`config.mk`:
```
export PLATFORM = sky130hd
export DESIGN_NAME = xbus_cycle_ctrl
export DESIGN_NICKNAME = d
export VERILOG_FILES = /design/src/rtl/xbus_pkg.sv /design/src/rtl/xbus_phase_fsm.sv /design/src/rtl/xbus_hold_arb.sv /design/src/rtl/xbus_pin_drv.sv /design/src/rtl/xbus_cycle_ctrl.sv
export SDC_FILE = /design/constraint.sdc
export NUM_CORES = 1
export LEC_CHECK = 0
export ABC_AREA = 1
export BUFFER_PORTS_ARGS = -buffer_cell sky130_fd_sc_hd__buf_2
export CAP_MARGIN = 0
export CORE_MARGIN = 2
export CORE_UTILIZATION = 40
export DETAILED_ROUTE_END_ITERATION = 16
export PLACE_DENSITY = 0.67
export SKIP_LAST_GASP = 1
export SLEW_MARGIN = 10
export SYNTH_ARGS = -nofsm -noshare
export SYNTH_HDL_FRONTEND = slang
export SYNTH_SLANG_ARGS = --single-unit
```
`constraint.sdc`:
```
create_clock -name clk -period 1.3 [get_ports clk]
set_clock_uncertainty 0.05 [all_clocks]
set_input_delay 0.13 -clock clk [delete_from_list [all_inputs] [get_ports clk]]
set_output_delay 0.13 -clock clk [all_outputs]
set_load 0.01 [all_outputs]
```
`src/rtl/xbus_pkg.sv`:
```
`timescale 1ns/1ps
// Shared types for the multiplexed bus cycle controller.
// Assumes: phases are encoded in 3 bits; idle must be zero so reset lands there.
package xbus_pkg;
    typedef enum logic [2:0] {
        PH_IDLE = 3'd0,
        PH_T1   = 3'd1,
        PH_T2   = 3'd2,
        PH_TW   = 3'd3,
        PH_T3   = 3'd4
    } phase_t;
endpackage

```
`src/rtl/xbus_phase_fsm.sv`:
```
`timescale 1ns/1ps
// Bus phase sequencer: IDLE -> T1 -> T2 -> (TW)* -> T3 -> IDLE.
// Latches the request fields when a cycle starts, so the pins stay
// steady for the whole cycle. A cycle never starts while a hold is
// requested or granted. Assumes READY is synchronous to clk.
module xbus_phase_fsm
    import xbus_pkg::*;
#(
    parameter int ADDR_W = 16,
    parameter int DATA_W = 8
) (
    input  logic              clk,
    input  logic              rst_n,
    input  logic              req,
    input  logic              req_we,
    input  logic              req_io,
    input  logic [ADDR_W-1:0] req_addr,
    input  logic [DATA_W-1:0] req_wdata,
    input  logic              ready,
    input  logic              hold_block,
    output phase_t            phase,
    output logic              cyc_we,
    output logic              cyc_io,
    output logic [ADDR_W-1:0] cyc_addr,
    output logic [DATA_W-1:0] cyc_wdata,
    output logic              xfer_done,
    output logic              in_idle
);
    phase_t phase_q, phase_d;
    logic   start;

    assign start = (phase_q == PH_IDLE) && req && !hold_block;

    // Next-phase selection; READY is looked at only in T2 and wait clocks.
    always_comb begin
        phase_d = phase_q;
        case (phase_q)
            PH_IDLE: if (start) phase_d = PH_T1;
            PH_T1:   phase_d = PH_T2;
            PH_T2:   phase_d = ready ? PH_T3 : PH_TW;
            PH_TW:   phase_d = ready ? PH_T3 : PH_TW;
            PH_T3:   phase_d = PH_IDLE;
            default: phase_d = PH_IDLE;
        endcase
    end

    // Phase register.
    always_ff @(posedge clk) begin
        if (!rst_n) phase_q <= PH_IDLE;
        else        phase_q <= phase_d;
    end

    // Capture the request fields at cycle start.
    always_ff @(posedge clk) begin
        if (!rst_n) begin
            cyc_we    <= 1'b0;
            cyc_io    <= 1'b0;
            cyc_addr  <= '0;
            cyc_wdata <= '0;
        end else if (start) begin
            cyc_we    <= req_we;
            cyc_io    <= req_io;
            cyc_addr  <= req_addr;
            cyc_wdata <= req_wdata;
        end
    end

    assign phase     = phase_q;
    assign xfer_done = (phase_q == PH_T3);
    assign in_idle   = (phase_q == PH_IDLE);
endmodule

```
`src/rtl/xbus_hold_arb.sv`:
```
`timescale 1ns/1ps
// Hold handshake: grants the bus only while the sequencer is idle.
// Outputs float one clock after the acknowledge rises and come back at the
// falling edge that follows the acknowledge dropping (half a clock).
// Assumes HOLD is synchronous to clk.
module xbus_hold_arb (
    input  logic clk,
    input  logic rst_n,
    input  logic hold,
    input  logic fsm_idle,
    output logic hlda,
    output logic hold_block,
    output logic drive_en
);
    logic hlda_q;
    logic float_q;
    logic retake_q;

    // Acknowledge: set at a transfer boundary, kept while HOLD stays high.
    always_ff @(posedge clk) begin
        if (!rst_n) begin
            hlda_q  <= 1'b0;
            float_q <= 1'b0;
        end else begin
            hlda_q  <= hold && (hlda_q || fsm_idle);
            float_q <= hlda_q;
        end
    end

    // Falling-edge copy of the acknowledge, for the half-clock retake.
    always_ff @(negedge clk) begin
        if (!rst_n) retake_q <= 1'b0;
        else        retake_q <= hlda_q;
    end

    assign hlda       = hlda_q;
    assign hold_block = hold || hlda_q;
    assign drive_en   = !(float_q && retake_q);
endmodule

```
`src/rtl/xbus_pin_drv.sv`:
```
`timescale 1ns/1ps
// Pin driver: turns phase and latched cycle fields into address, shared
// line, strobe and select values, and captures read data when the read
// strobe ends. Assumes ADDR_W > DATA_W.
module xbus_pin_drv
    import xbus_pkg::*;
#(
    parameter int ADDR_W = 16,
    parameter int DATA_W = 8
) (
    input  logic                     clk,
    input  logic                     rst_n,
    input  phase_t                   phase,
    input  logic                     cyc_we,
    input  logic                     cyc_io,
    input  logic [ADDR_W-1:0]        cyc_addr,
    input  logic [DATA_W-1:0]        cyc_wdata,
    input  logic                     drive_en,
    input  logic [DATA_W-1:0]        ad_in,
    output logic [ADDR_W-DATA_W-1:0] a_hi,
    output logic [DATA_W-1:0]        ad_out,
    output logic                     ad_oe,
    output logic                     ale,
    output logic                     rd_n,
    output logic                     wr_n,
    output logic                     iom,
    output logic                     ctl_oe,
    output logic [DATA_W-1:0]        rdata
);
    logic in_t1;
    logic strobe_ph;

    assign in_t1     = (phase == PH_T1);
    assign strobe_ph = (phase == PH_T2) || (phase == PH_TW) || (phase == PH_T3);

    assign ale    = in_t1;
    assign a_hi   = cyc_addr[ADDR_W-1:DATA_W];
    assign ad_out = in_t1 ? cyc_addr[DATA_W-1:0] : cyc_wdata;
    assign ad_oe  = drive_en && (in_t1 || (strobe_ph && cyc_we));
    assign rd_n   = !(strobe_ph && !cyc_we);
    assign wr_n   = !(strobe_ph && cyc_we);
    assign iom    = cyc_io;
    assign ctl_oe = drive_en;

    // Read capture at the edge where the read strobe rises (end of T3).
    always_ff @(posedge clk) begin
        if (!rst_n)                          rdata <= '0;
        else if ((phase == PH_T3) && !cyc_we) rdata <= ad_in;
    end
endmodule

```
`src/rtl/xbus_cycle_ctrl.sv`:
```
`timescale 1ns/1ps
// Multiplexed bus cycle controller top: joins the phase sequencer, the
// hold arbiter and the pin driver. The core holds its request until
// core_done. High impedance is signalled by bus_oe and bus_ad_oe.
module xbus_cycle_ctrl #(
    parameter int ADDR_W = 16,
    parameter int DATA_W = 8
) (
    input  logic                     clk,
    input  logic                     rst_n,
    input  logic                     core_req,
    input  logic                     core_we,
    input  logic                     core_io,
    input  logic [ADDR_W-1:0]        core_addr,
    input  logic [DATA_W-1:0]        core_wdata,
    output logic                     core_done,
    output logic [DATA_W-1:0]        core_rdata,
    input  logic                     bus_ready,
    input  logic                     bus_hold,
    output logic                     bus_hlda,
    output logic [ADDR_W-DATA_W-1:0] bus_a_hi,
    output logic [DATA_W-1:0]        bus_ad_out,
    input  logic [DATA_W-1:0]        bus_ad_in,
    output logic                     bus_ad_oe,
    output logic                     bus_ale,
    output logic                     bus_rd_n,
    output logic                     bus_wr_n,
    output logic                     bus_iom,
    output logic                     bus_oe
);
    import xbus_pkg::*;

    phase_t            phase_w;
    logic              cyc_we_w;
    logic              cyc_io_w;
    logic [ADDR_W-1:0] cyc_addr_w;
    logic [DATA_W-1:0] cyc_wdata_w;
    logic              idle_w;
    logic              block_w;
    logic              drive_w;

    xbus_phase_fsm #(.ADDR_W(ADDR_W), .DATA_W(DATA_W)) u_fsm (
        .clk        (clk),
        .rst_n      (rst_n),
        .req        (core_req),
        .req_we     (core_we),
        .req_io     (core_io),
        .req_addr   (core_addr),
        .req_wdata  (core_wdata),
        .ready      (bus_ready),
        .hold_block (block_w),
        .phase      (phase_w),
        .cyc_we     (cyc_we_w),
        .cyc_io     (cyc_io_w),
        .cyc_addr   (cyc_addr_w),
        .cyc_wdata  (cyc_wdata_w),
        .xfer_done  (core_done),
        .in_idle    (idle_w)
    );

    xbus_hold_arb u_arb (
        .clk        (clk),
        .rst_n      (rst_n),
        .hold       (bus_hold),
        .fsm_idle   (idle_w),
        .hlda       (bus_hlda),
        .hold_block (block_w),
        .drive_en   (drive_w)
    );

    xbus_pin_drv #(.ADDR_W(ADDR_W), .DATA_W(DATA_W)) u_drv (
        .clk       (clk),
        .rst_n     (rst_n),
        .phase     (phase_w),
        .cyc_we    (cyc_we_w),
        .cyc_io    (cyc_io_w),
        .cyc_addr  (cyc_addr_w),
        .cyc_wdata (cyc_wdata_w),
        .drive_en  (drive_w),
        .ad_in     (bus_ad_in),
        .a_hi      (bus_a_hi),
        .ad_out    (bus_ad_out),
        .ad_oe     (bus_ad_oe),
        .ale       (bus_ale),
        .rd_n      (bus_rd_n),
        .wr_n      (bus_wr_n),
        .iom       (bus_iom),
        .ctl_oe    (bus_oe),
        .rdata     (core_rdata)
    );
endmodule

```
; Word level (Yosys, flattened, before mapping)
; Index checks and enable logic that the tools add are counted.
[word_totals]
ff_bits = 40
in_bits = 39
out_inout_bits = 32
elab_cells = 39
[classes]
n_eq_ne = 5
mux = 5
n_reduce_logical = 20
[ops]
columns = operator, n
row1 = case mux 3 bit (3 select lines), 1
row2 = logical AND 1 bit, 8
row3 = 2-to-1 mux 8 bit, 1
row4 = equality test 3 x 2 -> 1 bit (second input constant), 2
row5 = 2-to-1 mux 3 bit, 2
row6 = logical NOT 1 bit, 5
row7 = logical OR 1 bit, 5
row8 = equality test 3 x 1 -> 1 bit (second input constant), 1
row9 = equality test 3 bit (second input constant), 1
row10 = logical NOT 3 bit, 1
row11 = inequality test 2 bit (second input constant), 1
row12 = OR reduction 2 bit, 1
row13 = 2-to-1 mux 1 bit, 1

; Depth between registers and ports, before layout
; Gate-level depths: netlist of run 1.
[depth]
ltp_word = 6
depth_mapped = 7
mapped_depth_nobuf = 6

; Cells and area by module
; Synthesis of run 1 repeated with hierarchy kept, for this count alone.
[hier_totals]
cells_unflattened = 282
area_unflattened_um2 = 2043.2
[modules_own_cells]
columns = mod, instances, cells_each, area_each_um2, seq_area_each_um2
row1 = xbus_phase_fsm, 1, 190, 1361.3, 580.6
row2 = xbus_pin_drv, 1, 81, 589.3, 160.2
row3 = xbus_hold_arb, 1, 11, 92.6, 60.1

==> results of run 1 <==
==> sequential cells by signal, indices dropped and copies added (netlist names) <==
signal / flops
u_fsm.cyc_io: 1
u_arb.hlda: 1
u_fsm.phase: 3
u_arb.retake_q: 1
u_fsm.cyc_we: 1
u_fsm.cyc_addr: 16
u_fsm.cyc_wdata: 8
u_drv.rdata: 8
u_arb.float_q: 1
==> worst max-delay path, delay by kind of cell, from the launching register on <==
| family | cells | cell delay [ns] |
|---|---|---|
| buf+inv | 1 | 0.13 |
| compound gates | 1 | 0.15 |
| flops | 1 | 0.29 |
| simple gates | 1 | 0.05 |
==> layout make-up <==
class                      instances  share of cell area (%)
multi-input combinational        183                    35.0
timing repair inverter             1                   0.223
clock inverter                     3                   0.535
inverter                          45                    6.74
tap                               52                    2.32
clock buffer                       6                    2.59
sequential                        40                    28.9
timing repair buffer              87                    23.7
==> how the worst max path moves through the flow <==
stage	start	end	slack, ns	cells past startpoint
3_5_place_dp	u_arb.retake_q$_DFF_N_	bus_ad_oe	-0.16	3
6_report	u_arb.retake_q$_DFF_N_	bus_ad_oe	-0.51	3
2_1_floorplan	u_arb.retake_q$_DFF_N_	bus_ad_oe	-0.08	2
4_1_cts	u_arb.retake_q$_DFF_N_	bus_ad_oe	-0.52	3
5_1_grt	u_arb.retake_q$_DFF_N_	bus_ad_oe	-0.54	3
3_3_place_gp	u_arb.retake_q$_DFF_N_	bus_ad_oe	-0.14	3
==> stage by stage <==
stage	setup slack (ns)	instance area, µm²	util (%)
detailed placement	-0.157	2290	51.5
global placement	-0.138	2290	51.5
CTS	-0.518	2480	55.9
global route	-0.536	2800	63.1
finish	-0.507	2800	63.1
floorplan	-0.0842	1900	-
==> placed cells by master, fill, tap and decap left out, types with 2 or more instances in the layout <==
cell type,n
nand3_2,5
nand2_1,64
buf_4,5
clkbuf_16,4
buf_12,4
buf_6,7
buf_2,65
inv_1,41
nor2_4,10
nand2_2,6
nor2_2,10
nand2_4,5
nor2_1,51
nand3_1,23
inv_2,3
dfxtp_4,2
nand3_4,2
dfxtp_1,37
clkbuf_8,5
==> logic make-up (layout without fill, tap and decap cells) <==
group,after synthesis,in the layout,synth area share (%)
and+or+nand+nor,179,179,40.0
buffers and inverters,66,142,15.8
DFF,40,40,42.8
AOI/OAI and AO/OA,4,4,1.34
==> power by group <==
part           switching, mW  internal, mW
logic                  0.639         0.632
clock network          0.446         0.376
registers             0.0946          1.34
==> repair_timing <==
item / in CTS / in global routing
endpoints found under the setup margin: 13 / 45
gates cloned: 1 / 6
pin swaps: 6 / 23
setup buffers: 2 / 1
hold buffers: 0 / 0
resized for setup: 24 / 50
==> layer usage <==
layer	up-vias	GRT usage [%]	wire length, µm
met1	813	19.7	2090
met4	0	5.56	43
met3	6	4.17	254
met5	-	0	0
met2	48	30.7	2320
li1	1000	-	-
==> reports/metrics.yaml, run 1 <==
outcome:
  outcome: "finished with violations"
  violations: "setup timing"
critical_path:
  regToRegStartpoint: "u_fsm.phase[1]$_SDFFE_PN0P_"
  worstPathArrival_ns: 1.63
  rr_endpoint: "u_fsm.cyc_addr[5]$_SDFFE_PN0P_"
  r2r_cells: 7
  crit_fanout: 2
  rrSetupSlack_ns: -0.03
  crit_type: "reg2out"
  cp-start-kind: "flop"
  critPathCaptureType: "primary output"
  required_ns: 1.12
  cp_slowest_cell: "dfxtp_1"
  crit_chain: "nand2_2 > a21boi_4 > buf_2"
  cpPeakStageDelay_ns: 0.29
yosys:
  synth.distinct_cells: 21
  yosys_most_used_dff: "dfxtp_1"
  syn-cell-area_um2: 1870
  synth.most_common_cell: "nand2_1"
  yosys_register_bits: 40
  syn-instance-count: 289
  synthTopCellsByArea: "dfxtp_1, nand2_1, nor2_1, inv_1, nand3_1"
  yosys.area.top_type_share_pct: 42.8
  seq_area_frac_synth_pct: 42.8
  synth_top_area_cell: "dfxtp_1"
  synth_commonest_cells: "nand2_1, nor2_1, inv_1, dfxtp_1, nand3_1"
  syn-num-nets: 328
  yosys_warnings: 0
  syn_area_per_cell_um2: 6.48
  synth_edf_count: 0
  async_flop_share_pct: 0
die:
  dieArea_um2: 5240
  die_w_um: 72.4
  dieHeight_um: 72.4
  start_util_pct: 42.1
  coreArea_um2: 4440
  rows: 24
  pin_count: 71
cells_and_area:
  finalNonFillerCells: 417
  syn2layout_area_growth_pct: 49.8
  drive_gt1_share_pct: 39.2
  sequential_cell_area_um2: 810
  fillers: 407
  multiInputGateArea_um2: 982
  antenna_cells: 0
  nNetsFinal: 403
grt:
  grt_pass1_vias: 1678
  antenna_found_initial: 0
  grt_first_pass_wirelength_um: 7090
  grt.overflow.total: 0
  track_usage_pct: 17.0
  grt_max_degree: 36
sta:
  worst_slack_ns: -0.507
  fin_tns_setup_ns: -2.36
  drv_slew: 0
  setup_violations: 14
  rsz0062_at_grt: "yes"
  slew_headroom_pct: 74.3
  hold_ws_ns: 0.00576
  worst_pin_slew_ns: 0.386
  hold_violations: 0
clock_tree:
  htree_num_levels: 2
  cts_sinks: 40
  cts_buffer_depth: 2
  cts.clk_slew.worst_paths_ns: 0.08
  numCtsBuffers: 5
  cts_tree: "done"
  insertion_delay_ns: 0.29
  clock-root-buffer: "clkbuf_8"
power:
  power_mw: 3.53
  ir_worst_vdd_mv: 0.783
  p_leak_nw: 1.54
  p_per_area_nw_per_um2: 1260
place:
  place.detailed.instances: 399
  dp_hpwl_um: 2770
  gp_congestion: 0.758
  io_buffers: 70
hold_path:
  worst_hold_path.endpoint: "u_drv.rdata[3]$_SDFFE_PN0P_"
  hp-class: "in2reg"
  whs_path_depth: 3
  hold_path.startpoint: "bus_ad_in[3]"
detailed_routing:
  initialDrtViolationCount: 73
  drt_pre_antenna_iters: 4
  num_vias: 1867
  viasPerCell: 4.48
  remaining_drc_errors: 0
  wl_um: 4710
  postRouteAntennaNets: 0
  wl_per_cell_um: 11.3
run:
  cap_viol_max_count: 0
Power figures use the tool's default switching activity.
==> run 2: changes to the inputs <==
CTS_BUF_LIST = sky130_fd_sc_hd__clkbuf_8   (was unset)
==> reports/metrics.yaml, run 2 (synthesis gave the netlist of run 1 again) <==
clock_tree:
  cts_sinks: 40
  clock-root-buffer: "clkbuf_8"
  cts.clk_slew.worst_paths_ns: 0.08
  htree_num_levels: 2
  insertion_delay_ns: 0.29
  cts_buffer_depth: 2
  numCtsBuffers: 5
  cts_tree: "done"
cells_and_area:
  top_regs: "u_fsm.cyc_addr: 16 flops, u_drv.rdata: 8 flops, u_fsm.cyc_wdata: 8 flops"
  nNetsFinal: 403
  largest_register_ffs: 16
  layout_common_cells: "buf_2, nand2_1, nor2_1, inv_1, dfxtp_1"
  antenna_cells: 0
  design_area_um2: 2790
  regMostFlops: "u_fsm.cyc_addr"
  utilization_pct: 62.8
  syn2layout_area_growth_pct: 49.0
  drive_gt1_share_pct: 38.4
  layout_commonest_cell: "buf_2"
critical_path:
  cp-start-kind: "flop"
  crit_fanout: 2
  critPathCaptureType: "primary output"
  worstPathArrival_ns: 1.63
  required_ns: 1.12
  crit_type: "reg2out"
sta:
  hold_violations: 0
  rsz0062_at_grt: "yes"
  worst_slack_ns: -0.506
  setup_violations: 14
  worst_pin_slew_ns: 0.385
  hold_ws_ns: 0.00638
  slew_headroom_pct: 74.3
  drv_slew: 0
place:
  placed_area_um2: 2290
  dp_hpwl_um: 2770
  gp_congestion: 0.758
  io_buffers: 70
  place_ws_ns: -0.157
die:
  die_w_um: 72.4
  start_util_pct: 42.1
  dieHeight_um: 72.4
  coreArea_um2: 4440
  pin_count: 71
  rows: 24
  dieArea_um2: 5240
outcome:
  outcome: "finished with violations"
  violations: "setup timing"
power:
  ir_worst_vdd_mv: 0.762
  swShare_pct: 33.3
  seq_power_share_pct: 40.9
  p_leak_nw: 1.54
  p_per_area_nw_per_um2: 1260
  p_clk_share_pct: 23.2
  power_mw: 3.51
  combPwrFrac_pct: 36.0
  switchingPower_mw: 1.17
  p_int_mw: 2.34
grt:
  antenna_found_initial: 0
  top_usage_layer: "met2"
  grtUsageMet1_pct: 19.7
  track_usage_pct: 17.0
  use_met3_pct: 4.17
  grt.met2_usage_pct: 30.7
  grt_pass1_vias: 1678
  grt.overflow.total: 0
  grt_first_pass_wirelength_um: 7090
  grt_max_degree: 36
detailed_routing:
  wl_um: 4660
  viasPerCell: 4.46
  wl_per_cell_um: 11.2
  remaining_drc_errors: 0
  postRouteAntennaNets: 0
  initialDrtViolationCount: 57
  num_vias: 1859
  drt_pre_antenna_iters: 4
run:
  cap_viol_max_count: 0
hold_path:
  hp-class: "in2reg"
[run 2: power by group through the flow]
stage | registers [mW] | clock network, mW | logic, mW
after floorplan | 1.42 | 0.00963 | 0.545
after global placement | 1.42 | 0.00963 | 0.821
after detailed placement | 1.43 | 0.00963 | 0.827
after CTS | 1.41 | 0.826 | 0.929
after global routing | 1.45 | 0.883 | 1.37
final | 1.44 | 0.812 | 1.26
[run 2: path summary, 6_finish.rpt]
check | endpoint | slack, ns | cells past startpoint | from
hold reg to reg | u_fsm.cyc_wdata[4]$_SDFFE_PN0P_ | 0.43 | 2 | u_fsm.cyc_wdata[4]$_SDFFE_PN0P_
hold / removal | u_drv.rdata[3]$_SDFFE_PN0P_ | 0.006 | 3 | bus_ad_in[3]
setup / recovery | bus_ad_oe | -0.51 | 3 | u_arb.retake_q$_DFF_N_
setup reg to reg | u_fsm.cyc_addr[5]$_SDFFE_PN0P_ | -0.03 | 7 | u_fsm.phase[1]$_SDFFE_PN0P_
[run 2: area by class of cell]
class | count | area (µm²)
Clock inverter | 4 | 18.8
Tap cell | 52 | 65.1
Timing Repair Buffer | 87 | 664
Inverter | 45 | 189
Sequential cell | 40 | 810
Clock buffer | 5 | 68.8
Timing Repair inverter | 1 | 6.26
Fill cell | 409 | 1660
Multi-Input combinational cell | 183 | 967
[run 2: timing repair]
item                       4_1_cts  5_1_grt
setup endpoints to repair       13       45
buffers inserted                 2        1
gates resized for setup         24       47
pin swaps                        6       23
cloned                           1        6
hold buffers                     0        0
hold endpoints to repair         0        0
[run 2: routing by layer]
layer  vias to the layer above  share of wire [%]
met3                         6                5.0
li1                       1001                  -
met5                         -                  0
met2                        43                 49
met1                       809                 45
met4                         0               0.92
[run 2: stage by stage]
step	cells	TNS (ns)
final	417	-2.34
after global routing	417	-3.90
after CTS	410	-1.76
after detailed placement	399	-0.181
after global placement	399	-0.140
after floorplan	289	-0.0842
[run 2: critical path, stage by stage (launching register included)]
cell	delay (ns)
dfxtp_1	0.29
nand2_2	0.05
a21boi_4	0.15
buf_2	0.13
